===== src/rtl/sysTimerPkg.sv =====
package sysTimerPkg;
  // strobes from the control side to the counting datapath
  typedef struct packed {
    logic load;     // take busWdata as the new count and start
    logic stop;     // halt the countdown
    logic advance;  // a qualified tick this cycle
  } tmrStrobe_t;

  // stored control state
  typedef struct packed {
    logic clkEn;
    logic irqEn;
    logic pending;
  } tmrCfg_t;
endpackage


===== src/rtl/sysTimerDp.sv =====
module sysTimerDp
  import sysTimerPkg::*;
#(
  parameter int CNT_W = 32
) (
  input  logic             clk,
  input  logic             rstN,
  input  tmrStrobe_t       strobe,
  input  logic [CNT_W-1:0] loadVal,
  output logic [CNT_W-1:0] count,
  output logic             running,
  output logic             expire
);
  logic [CNT_W-1:0] countQ;
  logic             runQ;

  assign expire  = runQ && (countQ == '0);
  assign count   = countQ;
  assign running = runQ;

  always_ff @(posedge clk) begin
    if (!rstN) begin
      countQ <= '0;
      runQ   <= 1'b0;
    end else if (strobe.stop) begin
      runQ <= 1'b0;
    end else if (strobe.load) begin
      countQ <= loadVal;
      runQ   <= 1'b1;
    end else if (expire) begin
      runQ <= 1'b0;
    end else if (strobe.advance && runQ) begin
      countQ <= countQ - 1'b1;
    end
  end
endmodule


===== src/rtl/sysTimerCtrl.sv =====
module sysTimerCtrl
  import sysTimerPkg::*;
#(
  parameter int              ADDR_W   = 8,
  parameter int              DATA_W   = 32,
  parameter int              CNT_W    = 32,
  parameter logic [ADDR_W-1:0] CTRL_OFS = 8'h40,
  parameter logic [ADDR_W-1:0] VAL_OFS  = 8'h44
) (
  input  logic              clk,
  input  logic              rstN,
  input  logic              tickEn,
  input  logic              busWr,
  input  logic [ADDR_W-1:0] busAddr,
  input  logic [DATA_W-1:0] busWdata,
  input  logic [CNT_W-1:0]  count,
  input  logic              expire,
  output tmrStrobe_t        strobe,
  output tmrCfg_t           cfg,
  output logic [DATA_W-1:0] busRdata
);
  localparam int EN_BIT  = 0;
  localparam int IE_BIT  = 1;
  localparam int CLR_BIT = 4;

  tmrCfg_t cfgQ;
  logic    ctrlHit;
  logic    valHit;
  logic    wrEn;
  wire     unusedWdata = &{1'b0, busWdata};

  assign ctrlHit = busWr && (busAddr == CTRL_OFS);
  assign valHit  = busWr && (busAddr == VAL_OFS);
  assign wrEn    = busWdata[EN_BIT];

  assign strobe.load    = valHit && cfgQ.clkEn;
  assign strobe.stop    = ctrlHit && !wrEn;
  assign strobe.advance = tickEn && cfgQ.clkEn;
  assign cfg            = cfgQ;

  always_ff @(posedge clk) begin
    if (!rstN) begin
      cfgQ <= '0;
    end else if (ctrlHit) begin
      cfgQ.clkEn <= wrEn;
      cfgQ.irqEn <= wrEn && busWdata[IE_BIT];
      if (!wrEn)                 cfgQ.pending <= 1'b0;
      else if (busWdata[CLR_BIT]) cfgQ.pending <= expire;
      else                       cfgQ.pending <= cfgQ.pending || expire;
    end else begin
      cfgQ.pending <= cfgQ.pending || expire;
    end
  end

  always_comb begin
    busRdata = '0;
    if (busAddr == CTRL_OFS) begin
      busRdata[EN_BIT] = cfgQ.clkEn;
      busRdata[IE_BIT] = cfgQ.irqEn;
    end else if (busAddr == VAL_OFS) begin
      busRdata[CNT_W-1:0] = count;
    end
  end
endmodule


===== src/rtl/sysTimer.sv =====
module sysTimer
  import sysTimerPkg::*;
#(
  parameter int                ADDR_W   = 8,
  parameter int                DATA_W   = 32,
  parameter int                CNT_W    = DATA_W,
  parameter logic [ADDR_W-1:0] CTRL_OFS = 8'h40,
  parameter logic [ADDR_W-1:0] VAL_OFS  = 8'h44
) (
  input  logic              clk,
  input  logic              rstN,
  input  logic              tickEn,
  input  logic              busWr,
  input  logic [ADDR_W-1:0] busAddr,
  input  logic [DATA_W-1:0] busWdata,
  output logic [DATA_W-1:0] busRdata,
  output logic              irqOut
);
  tmrStrobe_t       strobe;
  tmrCfg_t          cfg;
  logic [CNT_W-1:0] count;
  logic             running;
  logic             expire;

  sysTimerCtrl #(
    .ADDR_W(ADDR_W), .DATA_W(DATA_W), .CNT_W(CNT_W),
    .CTRL_OFS(CTRL_OFS), .VAL_OFS(VAL_OFS)
  ) uCtrl (
    .clk(clk), .rstN(rstN), .tickEn(tickEn), .busWr(busWr),
    .busAddr(busAddr), .busWdata(busWdata), .count(count),
    .expire(expire), .strobe(strobe), .cfg(cfg), .busRdata(busRdata)
  );

  sysTimerDp #(.CNT_W(CNT_W)) uDp (
    .clk(clk), .rstN(rstN), .strobe(strobe),
    .loadVal(busWdata[CNT_W-1:0]), .count(count),
    .running(running), .expire(expire)
  );

  assign irqOut = cfg.pending && cfg.irqEn && cfg.clkEn;
endmodule


===== config.mk =====
export PLATFORM = sky130hd
export DESIGN_NAME = sysTimer
export DESIGN_NICKNAME = d
export VERILOG_FILES = /design/src/rtl/sysTimerPkg.sv /design/src/rtl/sysTimerDp.sv /design/src/rtl/sysTimerCtrl.sv /design/src/rtl/sysTimer.sv
export SDC_FILE = /design/constraint.sdc
export NUM_CORES = 1
export LEC_CHECK = 0
export ABC_AREA = 0
export ABC_CLOCK_PERIOD_IN_PS = 3110
export BUFFER_PORTS_ARGS = -buffer_cell sky130_fd_sc_hd__buf_2
export CAP_MARGIN = 20
export CORE_ASPECT_RATIO = 0.6
export CORE_UTILIZATION = 50
export CTS_CLUSTER_DIAMETER = 120
export CTS_CLUSTER_SIZE = 10
export DETAILED_ROUTE_END_ITERATION = 12
export PLACE_DENSITY = 0.82
export SLEW_MARGIN = 15
export SYNTH_ARGS = -nofsm -noshare
export SYNTH_HDL_FRONTEND = slang
export SYNTH_SLANG_ARGS = --single-unit

===== constraint.sdc =====
create_clock -name clk -period 3.11 [get_ports clk]
set_input_delay 0.4665 -clock clk [delete_from_list [all_inputs] [get_ports clk]]
set_output_delay 0.4665 -clock clk [all_outputs]
set_load 0.02 [all_outputs]

Word level (Yosys, flattened, before mapping)
Cells that the tools add are included.

word-level totals
  word-level logic and storage cells = 39
  register bits = 36
  RAM bits = 0
  input bits = 44
  memories kept = 0
  bits in latches = 0
  output and inout port bits = 33
  ROM bits = 0

operators by class
  equal/unequal tests = 3
  divide/modulo/power cells = 0
  multiply operators = 0
  bitwise gates (word level) = 2
  $lt $le $gt $ge = 0
  reduce and logical (&&, ||, !) cells = 17
  add/sub/neg operators = 1
  multiplexer cells = 11
  shift operators = 0

operators with widths
  kind                                                 count
  2-to-1 mux 32 bit                                    4
  zero test 32 bit                                     1
  subtractor 32 x 1 -> 32 bit, second input constant   1
  2-to-1 mux 30 bit                                    1
  equality test 8 x 7 -> 1 bit, second input constant  2
  logical AND 1 bit                                    10
  2-to-1 mux 1 bit                                     5
  nonzero test 2 bit                                   2
  AND reduction 3 bit                                  1
  2-to-1 mux 2 bit                                     1
  != test 2 bit, second input constant                 1
  inverter 1 bit                                       2
  OR reduction 2 bit                                   1
  zero test 1 bit                                      1
  logical OR 1 bit                                     1

Depth between registers and ports, before layout
  depth in word-level cells = 6
  depth in mapped cells = 8
  depth with buffers taken out = 8

Modules after synthesis
From an unflattened synthesis, not the netlist that was laid out.

second synthesis, totals
  cells, all modules = 368
  area, all modules = 2,740.1 µm²

modules (own cells, without submodules)
  module        area an instance (µm²)  times used  seq. area each (µm²)  cells each
  sysTimerDp    2,278.4                 1           660.6                 307
  sysTimerCtrl  455.4                   1           60.1                  60
  sysTimer      6.3                     1           0.0                   1

Worst setup path after synthesis
Ideal clock, no wire load.

  path type = input-to-reg
  from = input port busAddr[3]
  to = register uDp.countQ[14] (netlist: uDp.count[14])
  library setup time = 0.132 ns
  arrival time = 1.938 ns
  path buffers = 1
  stages = 7
  required time = 2.978 ns
  slack = 1.041 ns
  cell sequence = nor3_1 > nand2_1 > nor3_2 > buf_2 > nor2_1 > o211ai_1 > o31ai_1

between the ends
  cells in the longest elaborated chain, start to end = 5
  elaborated cells on any way between the ends = 11
  those cells by class = eq/ne (3); mux (1); bitwise (1); reduce/logical (6)

ends and longest elaborated chain
  element                                                       RTL line                                source
  start, declared                                               sysTimer.sv:14                          input logic [ADDR_W-1:0] busAddr,
  equality test 8 x 7 -> 1 bit (on tied branches)               sysTimerCtrl.sv:33, sysTimerCtrl.sv:32
  logical AND 1 bit (on tied branches)                          sysTimerCtrl.sv:33, sysTimerCtrl.sv:32
  logical AND 1 bit (on tied branches)                          sysTimerCtrl.sv:36, sysTimerCtrl.sv:37
  != test 2 bit (no source line), or another cell as far along  n/a
  AND reduction 3 bit (no source line)                          n/a
  end signal, assigned                                          sysTimerDp.sv:28                        countQ <= loadVal;
  end signal, assigned                                          sysTimerDp.sv:33                        countQ <= countQ - 1'b1;
  end, declared                                                 sysTimerDp.sv:14                        logic [CNT_W-1:0] countQ;

Parallel ways exist; a longest one is shown, timed or not.
A chain may end at the register's enable or synchronous reset.

Worst setup path after layout
  from = input port busAddr[7]
  to = output port busRdata[23]

between the ends
  cells in the longest elaborated chain, start to end = 3
  elaborated cells on any way between the ends = 4
  those cells by class = eq/ne (2); mux (2)

ends and longest elaborated chain
  element                       RTL line            source
  equality test 8 x 7 -> 1 bit  sysTimerCtrl.sv:60  end else if (busAddr == VAL_OFS) begin
  2-to-1 mux 32 bit             sysTimerCtrl.sv:60
  2-to-1 mux 30 bit *           sysTimerCtrl.sv:57  if (busAddr == CTRL_OFS) begin
  end, declared                 sysTimer.sv:16      output logic [DATA_W-1:0] busRdata,

Mark *: on every way between the ends. The rest lies on a longest branch, timed or not.

==> run metrics <==
status=finished clean; worst r2r path cells=7; Sum Neg Setup Slack=0 ns; Net Count, Synth=402; Critical Path AT=2.05 ns; WHS Path Cells=2; Detail Placement HPWL=5330 µm; most common cell in the netlist=a21oi_1; largest family of logic cells by synthesized area=simple AND/OR/NAND/NOR gates; commonest cells in the netlist=a21oi_1, dfxtp_1, nand2_1; Bufs on Longest Clock Path=2; Period minus WS final=between 2 and 3 ns; Initial Utilization=54.3%; Clock Skew=0.00840 ns; final net count=around 470; # port buffers=76; max-slew violation count=0; most common flop cell mapped by yosys=dfxtp_1; post-synth design cell area=~0.0026 mm²; first-pass GRT wire length=around 12000 µm; multiplexer area fraction after synthesis=less than 1%; Critical Path Sink Type=output port; Fin. Hold Viols=0; CTS tree=done; initial antenna violation count=0; count of final setup violators=0; drt drc=0; Num Clock Sinks=36; P&R area growth vs syn=21.4%; Critical Path Slowest Stage Cell=and3_1; Multi-input gate area=between 0.0015 and 0.002 mm²; max_cap viols=0; gp weighted congestion=0.911; DR top layer=met4; register bit total from synthesis=36; Initial DRC Count=249; worst-path fanout max=18; Vert. Die Dim=57.7 µm; CTS H-tree depth=2; metal3 WL=658 µm; total CTS buffers=5; Worst Hold Class=flip-flop to flip-flop; Seq/Total Area, Yosys=27.9%; Ports=77; share of cells above drive strength 1=approximately 26%; Worst EP required=2.64 ns; GRT Residual Overflow=0; mean post-synth cell area=7.23 µm²; Worst VDD drop=0.155 mV; top cell type's share of synthesized area=approximately 28%; Clock transition at path regs=0.07 ns; most used cell, CP=buf_2; Worst setup SP type=input pin; post-synthesis adder-cell area fraction=0.485%; wire length per cell after detailed routing=approximately 15 µm; EDFF count, synth=0; Lkg Pwr=1.51 nW; Die Wd=between 90 and 100 µm; Netlist cell types=49; RSZ-0062 raised after global routing=false; clk_lat worst skew=0.29 ns; Vias/cell=5.94; cell area power density=279 mW/mm²; Syn Inst Count=357; critical path cell sequence=buf_2 -> nor4b_4 -> and3_1 -> buf_4 -> and2_1 -> buf_2; # diodes=0; routed vias=2917; Fmax achieved=398 MHz; largest net degree at the start of global routing=47; Post-Synth XOR/XNOR Area=0%; yosys warns=0; DRT antenna net count=0; post_cts resized=0; Post-synth ARST share=0%; Clock Tree Root=clkbuf_8; worst setup path class=input pin to output port; Routed WL=about 7600 µm; die area=between 0.005 and 0.006 mm²; vias in the first global route=2372; Tcrit/Tclk final=roughly 81%; measured slew at the worst slew-check pin=between 0.6 and 0.7 ns; CP peak stage delay=0.48 ns; overall power=roughly 0.87 mW; drt first pass iters=5; fillers=430; Post-Route M1 WL=3840 µm; Simple-Gate Fraction of Synth Area=37.9%; Post-CTS Setup Inserts=0; FP Rows=19; CTS Hold Bufs=0; largest cells by area after synthesis=dfxtp_1, a21oi_1, and2_1, nand2_1, nor2_1; Total GRT Usage=~28%; post-synth top area cell=dfxtp_1; met2 routed WL=approximately 3000 µm; post-synthesis compound-gate area fraction=28.2%; slew margin rel.=about 55%; Reg area=721 µm²; Core Area=~0.0048 mm²
## layer usage
metal	vias up	global-route usage [%]
li1	1453	-
met1	1326	44.0
met2	131	38.2
met3	7	7.09
met4	0	4.76
met5	-	0
## final timing paths
kind,slack [ns],endpoint,from
worst max-delay path,0.60,busRdata[23],busAddr[7]
worst min register to register,0.48,uCtrl.cfg[0],uCtrl.cfg[0]
worst max register to register,0.63,uDp.count[25],uDp.count[10]
worst min-delay path,0.48,uCtrl.cfg[0],uCtrl.cfg[0]
## stage by stage
step / hold WS, ns / setup slack [ns] / util [%] / cells / cell area [µm²]
after floorplan: 0.426 / 1.04 / - / 357 / 2580
after detailed placement: 0.454 / 0.597 / 63.9 / 483 / 3040
after global placement: 0.456 / 0.662 / 63.9 / 483 / 3040
final: 0.475 / 0.597 / 65.9 / 491 / 3130
after global routing: 0.479 / 0.413 / 65.9 / 491 / 3130
after CTS: 0.468 / 0.596 / 65.9 / 491 / 3130
## logic make-up (layout without fill, tap and decap cells)
| kind of cell | count (synthesis) | after routing |
|---|---|---|
| simple gates | 172 | 172 |
| compound gates | 117 | 117 |
| flops | 36 | 36 |
| buf+inv | 29 | 100 |
| mux | 2 | 2 |
| fa+ha+maj | 1 | 1 |
## final cells by class
cell class              instances  share of cell area [%]
flip-flops and latches         36                    23.0
clock buffers                   7                    2.76
repair buffers                 87                    15.2
multi-input cells             292                    55.7
clock inverters                 1                   0.240
inverters                       5                   0.599
well taps                      63                    2.52
## registers in the layout (all words and copies together), names as in the netlist
signal       count
uCtrl.cfg        3
uDp.running      1
uDp.count       32
## power breakdown
group,total (mW),internal [mW],switching (mW)
combinational,0.0516,0.0235,0.0281
clock,0.362,0.180,0.182
sequential,0.460,0.460,0.0000279
total,0.874,0.664,0.210
## critical path: cells and delay by family
kind / cells / cell delay [ns]
simple gates: 3 / 1.02
buf+inv: 3 / 0.55
## cells in the final DEF (no fill, tap or decap), types with 2 or more instances in the layout
| cell type | netlist | final |
|---|---|---|
| buf_2 | 5 | 76 |
| a21oi_1 | 51 | 51 |
| dfxtp_1 | 36 | 36 |
| nand2_1 | 32 | 32 |
| and2_1 | 31 | 31 |
| nor2_1 | 29 | 29 |
| nand3_1 | 19 | 19 |
| nor3_1 | 17 | 17 |
| o21ai_1 | 14 | 14 |
| a21o_1 | 13 | 13 |
| buf_4 | 2 | 10 |
| o211ai_1 | 9 | 9 |
| o31ai_1 | 9 | 9 |
| nor4_1 | 7 | 7 |
| o32ai_1 | 7 | 7 |
| clkbuf_8 | 0 | 6 |
| or3_1 | 5 | 5 |
| a22oi_1 | 5 | 5 |
| inv_1 | 4 | 4 |
| nand4_1 | 4 | 4 |
| or2_2 | 3 | 3 |
| and3_1 | 2 | 2 |
| mux2i_1 | 2 | 2 |
| nor4_4 | 2 | 2 |
| nand2_2 | 2 | 2 |
| or4_1 | 2 | 2 |
| and4_1 | 2 | 2 |
| nor3_2 | 2 | 2 |
| o21ai_0 | 2 | 2 |
| nand2b_1 | 2 | 2 |
| nor4_2 | 2 | 2 |
Note: power is estimated with default switching activity, not from simulation.
